--- src/rtl/pwr_pkg.sv ---
package pwr_pkg;
  typedef enum logic [1:0] {
    MODE_OE   = 2'd0,
    MODE_SHDN = 2'd1,
    MODE_SUSP = 2'd2,
    MODE_RSVD = 2'd3
  } pin_mode_e;
endpackage

--- src/rtl/pwr_pin_sync.sv ---
module pwr_pin_sync #(
  parameter int STAGES = 2
) (
  input  logic clk_i,
  input  logic rst_ni,
  input  logic d_i,
  output logic q_o
);
  logic [STAGES-1:0] sr_q;

  always_ff @(posedge clk_i or negedge rst_ni) begin
    if (!rst_ni) sr_q <= '0;
    else         sr_q <= {sr_q[STAGES-2:0], d_i};
  end

  assign q_o = sr_q[STAGES-1];
endmodule

--- src/rtl/pwr_dep_check.sv ---
module pwr_dep_check #(
  parameter int N_OUT = 3,
  parameter int N_PLL = 3,
  parameter int SRC_W = 2
) (
  input  logic [N_OUT*SRC_W-1:0] out_src_i,
  input  logic [N_PLL-1:0]       pll_mask_i,
  input  logic [N_OUT-1:0]       out_mask_i,
  output logic [N_OUT-1:0]       eff_mask_o,
  output logic                   viol_o
);
  logic [N_OUT-1:0] forced;

  for (genvar i = 0; i < N_OUT; i++) begin : g_out
    logic [SRC_W-1:0] src;
    assign src = out_src_i[i*SRC_W +: SRC_W];
    always_comb begin
      forced[i] = 1'b0;
      for (int k = 0; k < N_PLL; k++) begin
        if (src == SRC_W'(k + 1) && pll_mask_i[k]) forced[i] = 1'b1;
      end
    end
  end

  assign eff_mask_o = out_mask_i | forced;
  assign viol_o     = |(forced & ~out_mask_i);
endmodule

--- src/rtl/pwr_relock_timer.sv ---
module pwr_relock_timer #(
  parameter int CW = 16
) (
  input  logic          clk_i,
  input  logic          rst_ni,
  input  logic          shdn_i,
  input  logic [CW-1:0] load_val_i,
  output logic          wait_o
);
  logic          shdn_q;
  logic [CW-1:0] cnt_q;
  logic          end_pulse;

  assign end_pulse = shdn_q & ~shdn_i;

  always_ff @(posedge clk_i or negedge rst_ni) begin
    if (!rst_ni) begin
      shdn_q <= 1'b0;
      cnt_q  <= '0;
    end else begin
      shdn_q <= shdn_i;
      if (shdn_i)              cnt_q <= '0;
      else if (end_pulse)      cnt_q <= (load_val_i == '0) ? '0 : load_val_i - 1'b1;
      else if (cnt_q != '0)    cnt_q <= cnt_q - 1'b1;
    end
  end

  // load cycle counts as the first wait cycle
  assign wait_o = (cnt_q != '0) | (end_pulse & (load_val_i != '0));

  assert_relock_hold_R3: assert property (@(posedge clk_i) disable iff (!rst_ni)
    (!shdn_i && cnt_q > CW'(1)) |=> (wait_o || shdn_i));
endmodule

--- src/rtl/pwr_mode_ctrl.sv ---
module pwr_mode_ctrl
  import pwr_pkg::*;
#(
  parameter int N_OUT    = 3,
  parameter int N_PLL    = 3,
  parameter int RELOCK_W = 16,
  parameter int SYNC_STG = 2,
  localparam int SRC_W   = $clog2(N_PLL + 1)
) (
  input  logic                   clk_i,
  input  logic                   rst_ni,
  input  logic                   ctl_pin_i,
  input  logic [1:0]             mode_i,
  input  logic [N_OUT-1:0]       out_cfg_en_i,
  input  logic [N_PLL-1:0]       pll_cfg_en_i,
  input  logic [N_OUT*SRC_W-1:0] out_src_i,
  input  logic [N_PLL-1:0]       susp_pll_mask_i,
  input  logic [N_OUT-1:0]       susp_out_mask_i,
  input  logic [RELOCK_W-1:0]    relock_cycles_i,
  output logic [N_OUT-1:0]       out_oe_o,
  output logic [N_PLL-1:0]       pll_en_o,
  output logic                   cnt_en_o,
  output logic                   osc_en_o,
  output logic                   cfg_err_o,
  output logic                   relock_wait_o
);
  pin_mode_e        mode;
  logic             pin_s;
  logic             pin_low;
  logic             shdn_now;
  logic             susp_now;
  logic [N_OUT-1:0] eff_mask;
  logic             viol;

  assign mode     = pin_mode_e'(mode_i);
  assign pin_low  = ~pin_s;
  assign shdn_now = (mode == MODE_SHDN) && pin_low;
  assign susp_now = (mode == MODE_SUSP) && pin_low;

  pwr_pin_sync #(.STAGES(SYNC_STG)) u_sync (
    .clk_i (clk_i),
    .rst_ni(rst_ni),
    .d_i   (ctl_pin_i),
    .q_o   (pin_s)
  );

  pwr_dep_check #(.N_OUT(N_OUT), .N_PLL(N_PLL), .SRC_W(SRC_W)) u_dep (
    .out_src_i (out_src_i),
    .pll_mask_i(susp_pll_mask_i),
    .out_mask_i(susp_out_mask_i),
    .eff_mask_o(eff_mask),
    .viol_o    (viol)
  );

  pwr_relock_timer #(.CW(RELOCK_W)) u_relock (
    .clk_i     (clk_i),
    .rst_ni    (rst_ni),
    .shdn_i    (shdn_now),
    .load_val_i(relock_cycles_i),
    .wait_o    (relock_wait_o)
  );

  always_comb begin
    out_oe_o = out_cfg_en_i;
    pll_en_o = pll_cfg_en_i;
    cnt_en_o = 1'b1;
    osc_en_o = 1'b1;
    if (shdn_now) begin
      out_oe_o = '0;
      pll_en_o = '0;
      cnt_en_o = 1'b0;
      osc_en_o = 1'b0;
    end else if (susp_now) begin
      pll_en_o = pll_cfg_en_i & ~susp_pll_mask_i;
      out_oe_o = out_cfg_en_i & ~eff_mask;
    end else if (pin_low) begin
      out_oe_o = '0;
    end
    if (relock_wait_o) out_oe_o = '0;
  end

  assign cfg_err_o = (mode == MODE_SUSP) && viol;

  assert_oe_low_R1: assert property (@(posedge clk_i) disable iff (!rst_ni)
    ((mode_i == 2'd0 || mode_i == 2'd3) && !pin_s) |->
      (out_oe_o == '0 && pll_en_o == pll_cfg_en_i && cnt_en_o && osc_en_o));

  assert_shdn_off_R2: assert property (@(posedge clk_i) disable iff (!rst_ni)
    (mode_i == 2'd1 && !pin_s) |->
      (out_oe_o == '0 && pll_en_o == '0 && !cnt_en_o && !osc_en_o));

  assert_relock_quiet_R3: assert property (@(posedge clk_i) disable iff (!rst_ni)
    relock_wait_o |-> (out_oe_o == '0));

  assert_err_mode_R6: assert property (@(posedge clk_i) disable iff (!rst_ni)
    cfg_err_o |-> (mode_i == 2'd2));

  for (genvar i = 0; i < N_OUT; i++) begin : g_dep_chk
    for (genvar k = 0; k < N_PLL; k++) begin : g_pll
      assert_dep_off_R5: assert property (@(posedge clk_i) disable iff (!rst_ni)
        (mode_i == 2'd2 && !pin_s && susp_pll_mask_i[k] &&
         out_src_i[i*SRC_W +: SRC_W] == SRC_W'(k + 1)) |-> !out_oe_o[i]);
    end
  end
endmodule

--- config.mk ---
export PLATFORM = sky130hd
export DESIGN_NAME = pwr_mode_ctrl
export DESIGN_NICKNAME = d
export VERILOG_FILES = /design/src/rtl/pwr_pkg.sv /design/src/rtl/pwr_pin_sync.sv /design/src/rtl/pwr_dep_check.sv /design/src/rtl/pwr_relock_timer.sv /design/src/rtl/pwr_mode_ctrl.sv
export SDC_FILE = /design/constraint.sdc
export NUM_CORES = 1
export LEC_CHECK = 0
export BUFFER_PORTS_ARGS = -buffer_cell sky130_fd_sc_hd__buf_2
export CORE_MARGIN = 2
export CORE_UTILIZATION = 45
export DETAILED_ROUTE_END_ITERATION = 8
export PLACE_DENSITY = 0.74
export SKIP_LAST_GASP = 1
export SYNTH_ARGS = -nofsm -noshare
export SYNTH_HDL_FRONTEND = slang
export SYNTH_HIERARCHICAL = 1
export SYNTH_SLANG_ARGS = --single-unit
--- constraint.sdc ---
create_clock -name clk_i -period 2.45 [get_ports clk_i]
set_input_delay 0.49 -clock clk_i [delete_from_list [all_inputs] [get_ports clk_i]]
set_output_delay 0.49 -clock clk_i [all_outputs]
set_load 0.01 [all_outputs]
=== After elaboration in Yosys (flattened, before gate mapping) ===
Index checks and enable logic that the tools add are counted.

* Output and inout bits: 10
* Word-level logic and storage cells: 65
* Input bits: 39
* Bits in registers: 19

* Multiplexer cells: 20
* Equal/unequal tests: 11
* Reductions and logical operators: 17
* $add $sub $neg: 2
* Bitwise operators: 12

{| class="wikitable"
|+ Operators by type and width
! operator !! number
|-
| $mux W16 || 4
|-
| $reduce_bool A16 Y1 || 2
|-
| $sub A16 B1 Y16 const B || 2
|-
| $mux W3 || 6
|-
| $logic_not A16 Y1 || 1
|-
| $eq A2 B2 Y1 const B || 7
|-
| $logic_and A1 B1 Y1 || 12
|-
| $mux W1 || 10
|-
| $and A3 B3 Y3 || 3
|-
| $not A3 Y3 || 3
|-
| $eq A2 B1 Y1 const B || 4
|-
| $or A3 B3 Y3 || 1
|-
| $reduce_bool A3 Y1 || 1
|-
| $reduce_or A3 Y1 || 1
|-
| $and A1 B1 Y1 || 2
|-
| $not A1 Y1 || 2
|-
| $or A1 B1 Y1 || 1
|}

=== Longest topological paths before layout ===
Gate-level depths: netlist of the first run.

* Depth in word-level cells: 11
* Mapped depth: 9

=== Hierarchy ===
The synthesis of the first run kept the hierarchy.

{| class="wikitable"
|+ Modules (own cells, without submodules)
! module !! times used !! sequential area each (um2) !! area each (um2) !! cells an instance
|-
| pwr_relock_timer || 1 || 425.4 || 1307.5 || 146
|-
| pwr_dep_check || 1 || 0.0 || 147.6 || 17
|-
| pwr_mode_ctrl || 1 || 0.0 || 145.1 || 23
|-
| pwr_pin_sync || 1 || 50.0 || 50.0 || 2
|}

=== Least setup slack after synthesis of the first run ===
No wires, ideal clock.

* Path kind: in2out
* Start point: in relock_cycles_i[10]
* End point: out out_oe_o[0]
* Stages on the path: 6
* Data required time: 1.960 ns
* Data arrival time: 2.180 ns
* Path slack: -0.220 ns
* Cells stage by stage: or4_4 or2_4 o31ai_4 or2b_1 nand2b_1 a21oi_1

* Longest elaborated chain between the ends: 4

{| class="wikitable"
|+ RTL lines
! item !! RTL line !! source
|-
| start, declared || pwr_mode_ctrl.sv:19 || <nowiki>input logic [RELOCK_W-1:0] relock_cycles_i,</nowiki>
|-
| $reduce_bool A16 Y1 || pwr_relock_timer.sv:29 || <nowiki>assign wait_o = (cnt_q != '0) | (end_pulse & (load_val_i != '0));</nowiki>
|-
| $and A1 B1 Y1 || pwr_relock_timer.sv:29 ||
|-
| $or A1 B1 Y1 || pwr_relock_timer.sv:29 ||
|-
| via relock_wait_o || pwr_mode_ctrl.sv:25 || <nowiki>output logic relock_wait_o</nowiki>
|-
| $mux W3 || pwr_mode_ctrl.sv:79 || <nowiki>if (relock_wait_o) out_oe_o = '0;</nowiki>
|-
| end, declared || pwr_mode_ctrl.sv:20 || <nowiki>output logic [N_OUT-1:0] out_oe_o,</nowiki>
|}

The timed path passes the listed nets, and every way through them passes these cells.

=== Final worst setup path of the first run ===
* Start point: in relock_cycles_i[10]
* End point: out out_oe_o[1]

* Longest elaborated chain between the ends: 4

{| class="wikitable"
|+ RTL lines
! item !! RTL line
|-
| $reduce_bool A16 Y1 || pwr_relock_timer.sv:29
|-
| $and A1 B1 Y1 || pwr_relock_timer.sv:29
|-
| $or A1 B1 Y1 || pwr_relock_timer.sv:29
|-
| $mux W3 || pwr_mode_ctrl.sv:79
|}

No other way between the ends.

==> qor.yml, run 1 <==
drtIter0Drc: 68
critPathRequiredTime_ns: 1.96
viasPerCell: 5.33
numPortBuffers: 48
max-cap-violations: 0
timing.final.ws_setup_ns: -0.290
final_cell_area_sq_um: 2200
grt.overflow.total: 0
ant_nets: 0
drc: 0
cts_inserted_buffers: 3
r2r_slack_ns: 0.50
max_freq_ghz: 0.365
place_congestion: 0.827
crit_path_start_kind: "input pin"
areaGrowthSynthToFinish_pct: 33.4
netlist_area_sq_um: 1650
r2r_end: "u_relock/cnt_q[9]"
grt_use_total: 0.213
grt_pass1_vias: 1581
irDropWorstVdd_v: 0.000230
hp-class: "in2async"
synthCells: 188
die_area_sq_um: 4170
clock_sinks: 19
rsz0062_at_grt: "yes"
routed_wl_um: 4100
first_pass_iters: 4
place_hpwl_um: 3200
tightest_slew_ns: 0.512
max_slew_margin: 0.655
outcome: "finished, violations left"
holdWs_ns: 0.161
fin_crit_sh: 1.12
cts_hold_buf: 0
crit_type: "in2out"
synth_nets: 230
cts_tree: "yes"
synthFlopType: "dfrtp_1"
violations: "negative setup slack"
arrival_ns: 2.25
start_util: 0.458
slew_violations: 0
synth-seq-cells: 19
die_h_um: 64.6
cp_max_fo: 4
coreArea_sq_um: 3610
num_rows: 22
place_ws_ns: -0.309
num_vias: 1659
r2r_start: "u_relock/cnt_q[2]"
finalHoldViolCount: 0
ctsRootBufferMaster: "clkbuf_8"
fin_nets: 306
yosys.cell_types.count: 57
insertion_delay_ns: 0.26
grt_max_degree: 20
fin_crit_ns: 2.74
fin_skew_ns: 0.00222
fill_cells: 321
ys_seq_area_frac: 0.288
clockBufferDepth: 2
synthArstFlopShare: 1.00
clk_pin_slew_ns: 0.07
worst_r2r_path_depth: 5
layout-drive-gt1-share: 0.395
crit_path_end_kind: "output port"
layout_common_cells: "47 x buf_2, 29 x buf_4, 19 x nor2_1, 19 x dfrtp_1, 13 x inv_1"
setup_violations: 4
die_w_um: 64.6
antenna_found_initial: 0
n_antenna_cell: 0
ys_warn_count: 6
synth_edf_count: 0
placed_area_sq_um: 2140
cts.htree.levels: 1
boundaryPins: 49
grt_pass1_wl_um: 7000
syn_area_per_cell_sq_um: 8.78
final_common_cell: "buf_2"
power_density_nw_per_um2: 637
p_leak_uw: 0.00102
wl_per_cell_um: 13.2
[repair_timing]
item | CTS | global route
setup endpoints to repair | 4 | 4
endpoints found under the hold margin | 0 | 0
gates resized for setup | 2 | 0
buffers inserted | 0 | 0
cloned | 0 | 0
[critical path: stages]
cell and delay [ns]:
buf_6 0.09, or4_4 0.53, or2_4 0.26, o31ai_4 0.21
or2b_1 0.29, nand2b_1 0.16, a21oi_2 0.09, buf_2 0.14
[cell usage after synthesis, types with 3 or more instances]
| cell type | n | area share |
|---|---|---|
| o311a_1 | 4 | 0.024 |
| mux2_4 | 3 | 0.027 |
| or4_1 | 3 | 0.014 |
| o22ai_1 | 7 | 0.027 |
| o21ai_0 | 3 | 0.0091 |
| nor4_1 | 6 | 0.023 |
| inv_1 | 13 | 0.030 |
| nand4_1 | 3 | 0.011 |
| xnor2_1 | 12 | 0.064 |
| xor2_1 | 10 | 0.053 |
| a21oi_1 | 4 | 0.012 |
| nor2_1 | 19 | 0.043 |
| nand2_1 | 11 | 0.025 |
| ha_1 | 3 | 0.023 |
| nor3_1 | 6 | 0.018 |
| nand3_1 | 5 | 0.015 |
| nand2b_1 | 5 | 0.019 |
| a2bb2oi_1 | 3 | 0.016 |
| dfrtp_1 | 19 | 0.29 |
[logic make-up after synthesis]
logic type / after synthesis / synth area share
adders and majority gates: 3 / 0.0227
buffers and inverters: 19 / 0.0516
DFF: 19 / 0.288
muxes: 6 / 0.0462
AOI/OAI and AO/OA: 35 / 0.177
xor gates and xnor gates: 22 / 0.117
and+or+nand+nor: 84 / 0.297
[metal layers]
layer	routed length (um)	track usage	vias to the layer above
met2	2060	0.375	50
met4	69	0.0824	0
met1	1790	0.265	766
met3	179	0.0278	7
li1	-	-	836
met5	0	0	-
[stage by stage]
step / cells / TNS, ns / util / power, uW
after detailed placement: 307 / -0.986 / 0.594 / 1170
after global placement: 307 / -0.892 / 0.594 / 1150
after global routing: 311 / -1.22 / 0.611 / 1500
final: 311 / -0.892 / 0.611 / 1400
after CTS: 311 / -0.940 / 0.611 / 1400
after floorplan: 188 / -0.518 / - / 963
[registers in the layout, summed over array words and instances, names as in the netlist]
signal,cells
u_relock/cnt_q,16
u_sync/sr_q,2
u_relock/shdn_q,1
[worst max path at each step]
| stage | from | endpoint | slack (ns) |
|---|---|---|---|
| 5_1_grt | relock_cycles_i[10] | out_oe_o[1] | -0.39 |
| 4_1_cts | relock_cycles_i[10] | out_oe_o[1] | -0.30 |
| 2_1_floorplan | relock_cycles_i[10] | out_oe_o[0] | -0.17 |
| 3_3_place_gp | relock_cycles_i[10] | out_oe_o[0] | -0.28 |
| 6_report | relock_cycles_i[10] | out_oe_o[1] | -0.29 |
| 3_5_place_dp | relock_cycles_i[10] | out_oe_o[1] | -0.31 |
[report_power, final]
| part | total (uW) | leakage, uW | internal (uW) | switching, uW |
|---|---|---|---|---|
| Clock | 221 | 0.0000228 | 116 | 105 |
| Combinational | 644 | 0.000756 | 333 | 311 |
| Sequential | 538 | 0.000239 | 421 | 116 |
| Total | 1400 | 0.00102 | 870 | 533 |
[cell type report]
cell class | instances | area [sq um] | share of cell area
clock buffers | 4 | 45.0 | 0.0205
flip-flops and latches | 19 | 475 | 0.216
inverters | 13 | 48.8 | 0.0222
well taps | 48 | 60.1 | 0.0273
repair buffers | 77 | 464 | 0.211
multi-input cells | 150 | 1110 | 0.503
Power figures use the tool's default switching activity.
==> inputs of run 2 (changes only) <==
--- a/config.mk
+++ b/config.mk
@@ -10,6 +10,7 @@
 export CORE_UTILIZATION = 45
 export DETAILED_ROUTE_END_ITERATION = 8
 export PLACE_DENSITY = 0.74
+export REMOVE_ABC_BUFFERS = 1
 export SKIP_LAST_GASP = 1
 export SYNTH_ARGS = -nofsm -noshare
 export SYNTH_HDL_FRONTEND = slang
==> qor.yml, run 2 (synthesis results as in run 1) <==
outcome: "finished, violations left"
violations: "negative setup slack"
final_cell_area_sq_um: 2200
fill_cells: 317
largestRegisters: "u_relock/cnt_q: 16 flops, u_sync/sr_q: 2 flops, u_relock/shdn_q: 1 flops"
critPathRequiredTime_ns: 1.96
ctsRootBufferMaster: "clkbuf_8"
coreArea_sq_um: 3610
hp-class: "in2async"
fin_skew_ns: 0.00193
num_vias: 1683
arrival_ns: 2.25
max_slew_margin: 0.724
p_leak_uw: 0.00102
grt.overflow.total: 0
crit_end: "out_oe_o[0]"
viasPerCell: 5.43
grt_max_degree: 20
p_sw_uw: 527
timing.final.ws_setup_ns: -0.286
r2r_slack_ns: 0.56
areaGrowthSynthToFinish_pct: 33.1
fin_crit_sh: 1.12
place_hpwl_um: 3310
antenna_found_initial: 0
r2r_end: "u_relock/cnt_q[9]"
max-cap-violations: 0
multi_input_area_sq_um: 1100
die_w_um: 64.6
rsz0062_at_grt: "yes"
first_pass_iters: 4
regArea_sq_um: 475
routed_wl_um: 4100
slew_violations: 0
tightest_slew_ns: 0.410
worst_r2r_path_depth: 5
clk_pin_slew_ns: 0.07
largest_register_ff_count: 16
crit_type: "in2out"
cts_tree: "yes"
grt_pass1_vias: 1488
n_antenna_cell: 0
drtIter0Drc: 67
die_h_um: 64.6
clock_sinks: 19
boundaryPins: 49
irDropWorstVdd_v: 0.000321
power_density_nw_per_um2: 643
p_int_uw: 886
power_frac_clock: 0.153
insertion_delay_ns: 0.25
cts.htree.levels: 1
place_congestion: 0.879
holdWs_ns: 0.163
crit_path_start: "relock_cycles_i[10]"
cp_max_fo: 4
num_rows: 22
cts_inserted_buffers: 3
grt_use_total: 0.200
setup_violations: 4
numPortBuffers: 48
drc: 0
finalSetupTns_ns: -0.865
place_ws_ns: -0.303
layout-drive-gt1-share: 0.389
r2r_start: "u_relock/cnt_q[3]"
grt_pass1_wl_um: 6570
start_util: 0.458
crit_path_end_kind: "output port"
max_freq_ghz: 0.365
share_comb_of_total_power: 0.469
crit_path_start_kind: "input pin"
final_common_cell: "buf_2"
clockBufferDepth: 2
finalHoldViolCount: 0
top_register: "u_relock/cnt_q"
swShare: 0.373
fin_crit_ns: 2.74
seqPwrFrac: 0.378
placed_area_sq_um: 2120
die_area_sq_um: 4170
wl_per_cell_um: 13.2
layout_common_cells: "46 x buf_2, 28 x buf_4, 19 x nor2_1, 19 x dfrtp_1, 13 x inv_1"
ant_nets: 0
fin_nets: 305
## run 2: cell count changes in the layout (fill, tap and decap cells not counted)
| cell | before | now |
|---|---|---|
| a21oi_2 | 3 | 2 |
| buf_6 | 1 | 2 |
| a21oi_1 | 1 | 2 |
| buf_4 | 29 | 28 |
| buf_2 | 47 | 46 |
## run 2: cell type report
type                    count  area share
flip-flops and latches     19       0.216
multi-input cells         150       0.503
inverters                  13      0.0222
repair buffers             76       0.211
clock buffers               4      0.0205
well taps                  48      0.0273
## run 2: power groups by stage
stage / Sequential, uW / Combinational [uW] / Clock [uW]
floorplan: 513 / 438 / 0
CTS: 531 / 656 / 218
global placement: 530 / 636 / 0
finish: 534 / 663 / 216
global route: 546 / 729 / 233
detailed placement: 537 / 650 / 0
## run 2: worst max-delay path, stage by stage
cell and delay (ns):
buf_6 0.09, or4_4 0.53, or2_4 0.26, o31ai_4 0.20, or2b_1 0.28, nand2b_1 0.16, a21oi_2 0.10, buf_2 0.14
## run 2: worst min-delay path by stage
| stage | start | end | slack, ns | depth (start not counted) |
|---|---|---|---|---|
| after floorplan | rst_ni | u_relock/cnt_q[0] | 0.19 | 0 |
| after global placement | u_sync/sr_q[0] | u_sync/sr_q[1] | 0.34 | 0 |
| after detailed placement | u_sync/sr_q[0] | u_sync/sr_q[1] | 0.34 | 0 |
| after CTS | rst_ni | u_relock/cnt_q[9] | 0.18 | 1 |
| final | rst_ni | u_relock/cnt_q[9] | 0.16 | 1 |
| after global routing | rst_ni | u_relock/cnt_q[14] | 0.19 | 1 |
## run 2: timing repair
item	4_1_cts	5_1_grt
gates resized for setup	1	4
buffers inserted	0	1
hold buffers	0	0
endpoints found under the setup margin	4	4
gates cloned	0	0
## run 2: per-stage QoR
step,instances,util,total power [uW]
after CTS,309,0.601,1400
final,310,0.609,1410
after floorplan,182,-,951
after detailed placement,305,0.587,1190
after global routing,310,0.609,1510
after global placement,305,0.587,1170
## run 2: layer usage
| metal | vias to the layer above | part of all wire | track usage |
|---|---|---|---|
| met5 | - | 0 | 0 |
| met4 | 0 | 0.0073 | 0.0505 |
| met3 | 4 | 0.058 | 0.0278 |
| met2 | 61 | 0.51 | 0.365 |
| met1 | 784 | 0.43 | 0.246 |
| li1 | 834 | - | - |
==> inputs of run 3 (changes only) <==
--- a/config.mk
+++ b/config.mk
@@ -9,10 +9,9 @@
 export CORE_MARGIN = 2
 export CORE_UTILIZATION = 45
 export DETAILED_ROUTE_END_ITERATION = 8
-export PLACE_DENSITY = 0.74
+export PLACE_DENSITY = 0.75
 export REMOVE_ABC_BUFFERS = 1
 export SKIP_LAST_GASP = 1
 export SYNTH_ARGS = -nofsm -noshare
 export SYNTH_HDL_FRONTEND = slang
-export SYNTH_HIERARCHICAL = 1
 export SYNTH_SLANG_ARGS = --single-unit
==> qor.yml, run 3 <==
outcome: "finished clean"
max_slew_margin: 0.709
top_register: "u_relock.cnt_q"
clock_sinks: 19
cts_inserted_buffers: 3
setup_violations: 0
ys_warn_count: 0
share_comb_of_total_power: 0.466
wl_per_cell_um: 12.7
crit_path_start_kind: "input pin"
cts_tree: "yes"
slew_violations: 0
drc: 0
synthFlopType: "dfrtp_1"
ctsRootBufferMaster: "clkbuf_4"
areaGrowthSynthToFinish_pct: 31.1
fin_crit_ns: 2.42
layout_common_cells: "45 x buf_2, 19 x dfrtp_1, 17 x nor2_1"
die_h_um: 62
p_leak_uw: 0.000892
r2r_slack_ns: 0.52
synth_common_cells: "20 x nor2_1, 19 x dfrtp_1, 14 x xor2_1, 10 x nand2_1, 10 x xnor2_1"
finalSetupTns_ns: 0
max_stage_delay_ns: 0.38
largest_register_ff_count: 16
ant_nets: 0
num_rows: 21
clk_pin_slew_ns: 0.10
ys_seq_area_frac: 0.314
grt_pass1_vias: 1219
insertion_delay_ns: 0.29
max-cap-violations: 0
synth-seq-cells: 19
grt_pass1_wl_um: 5390
crit_path_end_kind: "output port"
tightest_slew_ns: 0.433
n_antenna_cell: 0
syn_area_per_cell_sq_um: 8.70
critPathTopFamily: "simple AND/OR/NAND/NOR gates"
crit_type: "in2out"
regArea_sq_um: 475
p_int_uw: 813
die_area_sq_um: 3840
seqPwrFrac: 0.420
boundaryPins: 49
irDropWorstVdd_v: 0.000362
cp.buffers_inverters: 3
synth_top_area_share: 0.314
power_frac_clock: 0.113
cp_slowest_cell: "or3b_4"
path_cells: "buf_8, inv_4, ha_4, or3b_4, nor4_4, a21o_2, nand2b_4, nor2_2, buf_2"
synthCells: 174
netlist_area_sq_um: 1510
antenna_found_initial: 0
die_w_um: 62
fill_cells: 293
place_congestion: 0.853
arrival_ns: 1.93
clockBufferDepth: 2
critPathRequiredTime_ns: 1.96
numPortBuffers: 48
routed_wl_um: 3550
first_pass_iters: 4
yosys.cell_types.count: 43
cts.htree.levels: 1
largestRegisters: "u_relock.cnt_q: 16 flops, u_sync.sr_q: 2 flops, u_relock.shdn_q: 1 flops"
max_freq_ghz: 0.413
place_hpwl_um: 2780
power_density_nw_per_um2: 677
grt_max_degree: 20
num_vias: 1435
fin_nets: 277
grt_use_total: 0.190
layout-drive-gt1-share: 0.346
final_common_cell: "buf_2"
multi_input_area_sq_um: 1040
hp-class: "in2async"
synth.area.top_cells: "dfrtp_1 31%, xor2_1 8.1%, xnor2_1 5.8%"
final_cells: 280
synth_top_area_cell: "dfrtp_1"
fin_crit_sh: 0.988
coreArea_sq_um: 3280
synthArstFlopShare: 1.00
start_util: 0.461
cp_max_fo: 4
p_sw_uw: 531
viasPerCell: 5.13
grt.overflow.total: 0
drtIter0Drc: 47
synth_edf_count: 0
swShare: 0.395
fin_skew_ns: 0.00507
rsz0062_at_grt: "yes"
dp_cells: 273
synth.most_common_cell: "nor2_1"
finalHoldViolCount: 0
## run 3: cells by family (layout without fill, tap and decap cells)
| kind of cell | after synthesis | in the layout | synth area share |
|---|---|---|---|
| and+or+nand+nor | 74 | 74 | 0.279 |
| buffers and inverters | 12 | 72 | 0.0347 |
| adders and majority gates | 3 | 3 | 0.0248 |
| DFF | 19 | 19 | 0.314 |
| muxes | 7 | 7 | 0.0463 |
| xor gates and xnor gates | 24 | 24 | 0.139 |
| AOI/OAI and AO/OA | 35 | 35 | 0.162 |
## run 3: routing by layer
| metal | track usage | vias up | wire length (um) |
|---|---|---|---|
| met2 | 0.301 | 36 | 1750 |
| met5 | 0 | - | 0 |
| li1 | - | 748 | - |
| met1 | 0.277 | 649 | 1650 |
| met4 | 0.0729 | 0 | 27 |
| met3 | 0.00621 | 2 | 127 |
## run 3: cell type report
class,count,area share
Multi-Input combinational cell,143,0.523
Sequential cell,19,0.240
Tap cell,46,0.0290
Inverter,8,0.0177
Timing Repair Buffer,60,0.178
Clock buffer,4,0.0132
## run 3: what timing repair did
item | 4_1_cts | 5_1_grt
buffers inserted | 1 | 2
hold buffers | 0 | 0
gates resized for setup | 5 | 15
endpoints found under the setup margin | 3 | 4
pin swaps | 5 | 4
gates cloned | 0 | 0
## run 3: stage by stage
stage	instance area, sq um	setup slack (ns)	utilization	hold WS, ns	power, uW
2_1_floorplan	1490	-0.0632	-	0.194	933
3_3_place_gp	1860	0.0229	0.565	0.335	1130
3_5_place_dp	1860	-0.0389	0.565	0.335	1130
4_1_cts	1910	0.0103	0.582	0.123	1300
5_1_grt	1980	-0.0566	0.604	0.129	1440
6_report	1980	0.0305	0.604	0.105	1340
## run 3: worst reg2reg max path: cells and delay by family, from the launching register on
family,cells,cell delay [ns]
flip-flops,1,0.45
AO/OA/AOI/OAI,2,0.32
buffers and inverters,2,0.30
AND/OR/NAND/NOR,3,0.74
## run 3: path summary, 6_finish.rpt
kind                               startpoint                end  depth (start not counted)
max                        relock_cycles_i[1]        out_oe_o[0]                          9
max reg2reg                    u_sync.sr_q[1]  u_relock.cnt_q[2]                          7
min reg2reg                    u_sync.sr_q[0]     u_sync.sr_q[1]                          0
min in group clk_i                  ctl_pin_i     u_sync.sr_q[0]                          1
max in group asynchronous              rst_ni     u_sync.sr_q[1]                          1
min                                    rst_ni  u_relock.cnt_q[9]                          1
## run 3: power by group through the flow
stage,clock [uW],sequential [uW],combinational (uW)
detailed placement,0,558,572
CTS,154,559,591
floorplan,0,526,407
global placement,0,555,571
finish,152,565,627
global route,165,582,695
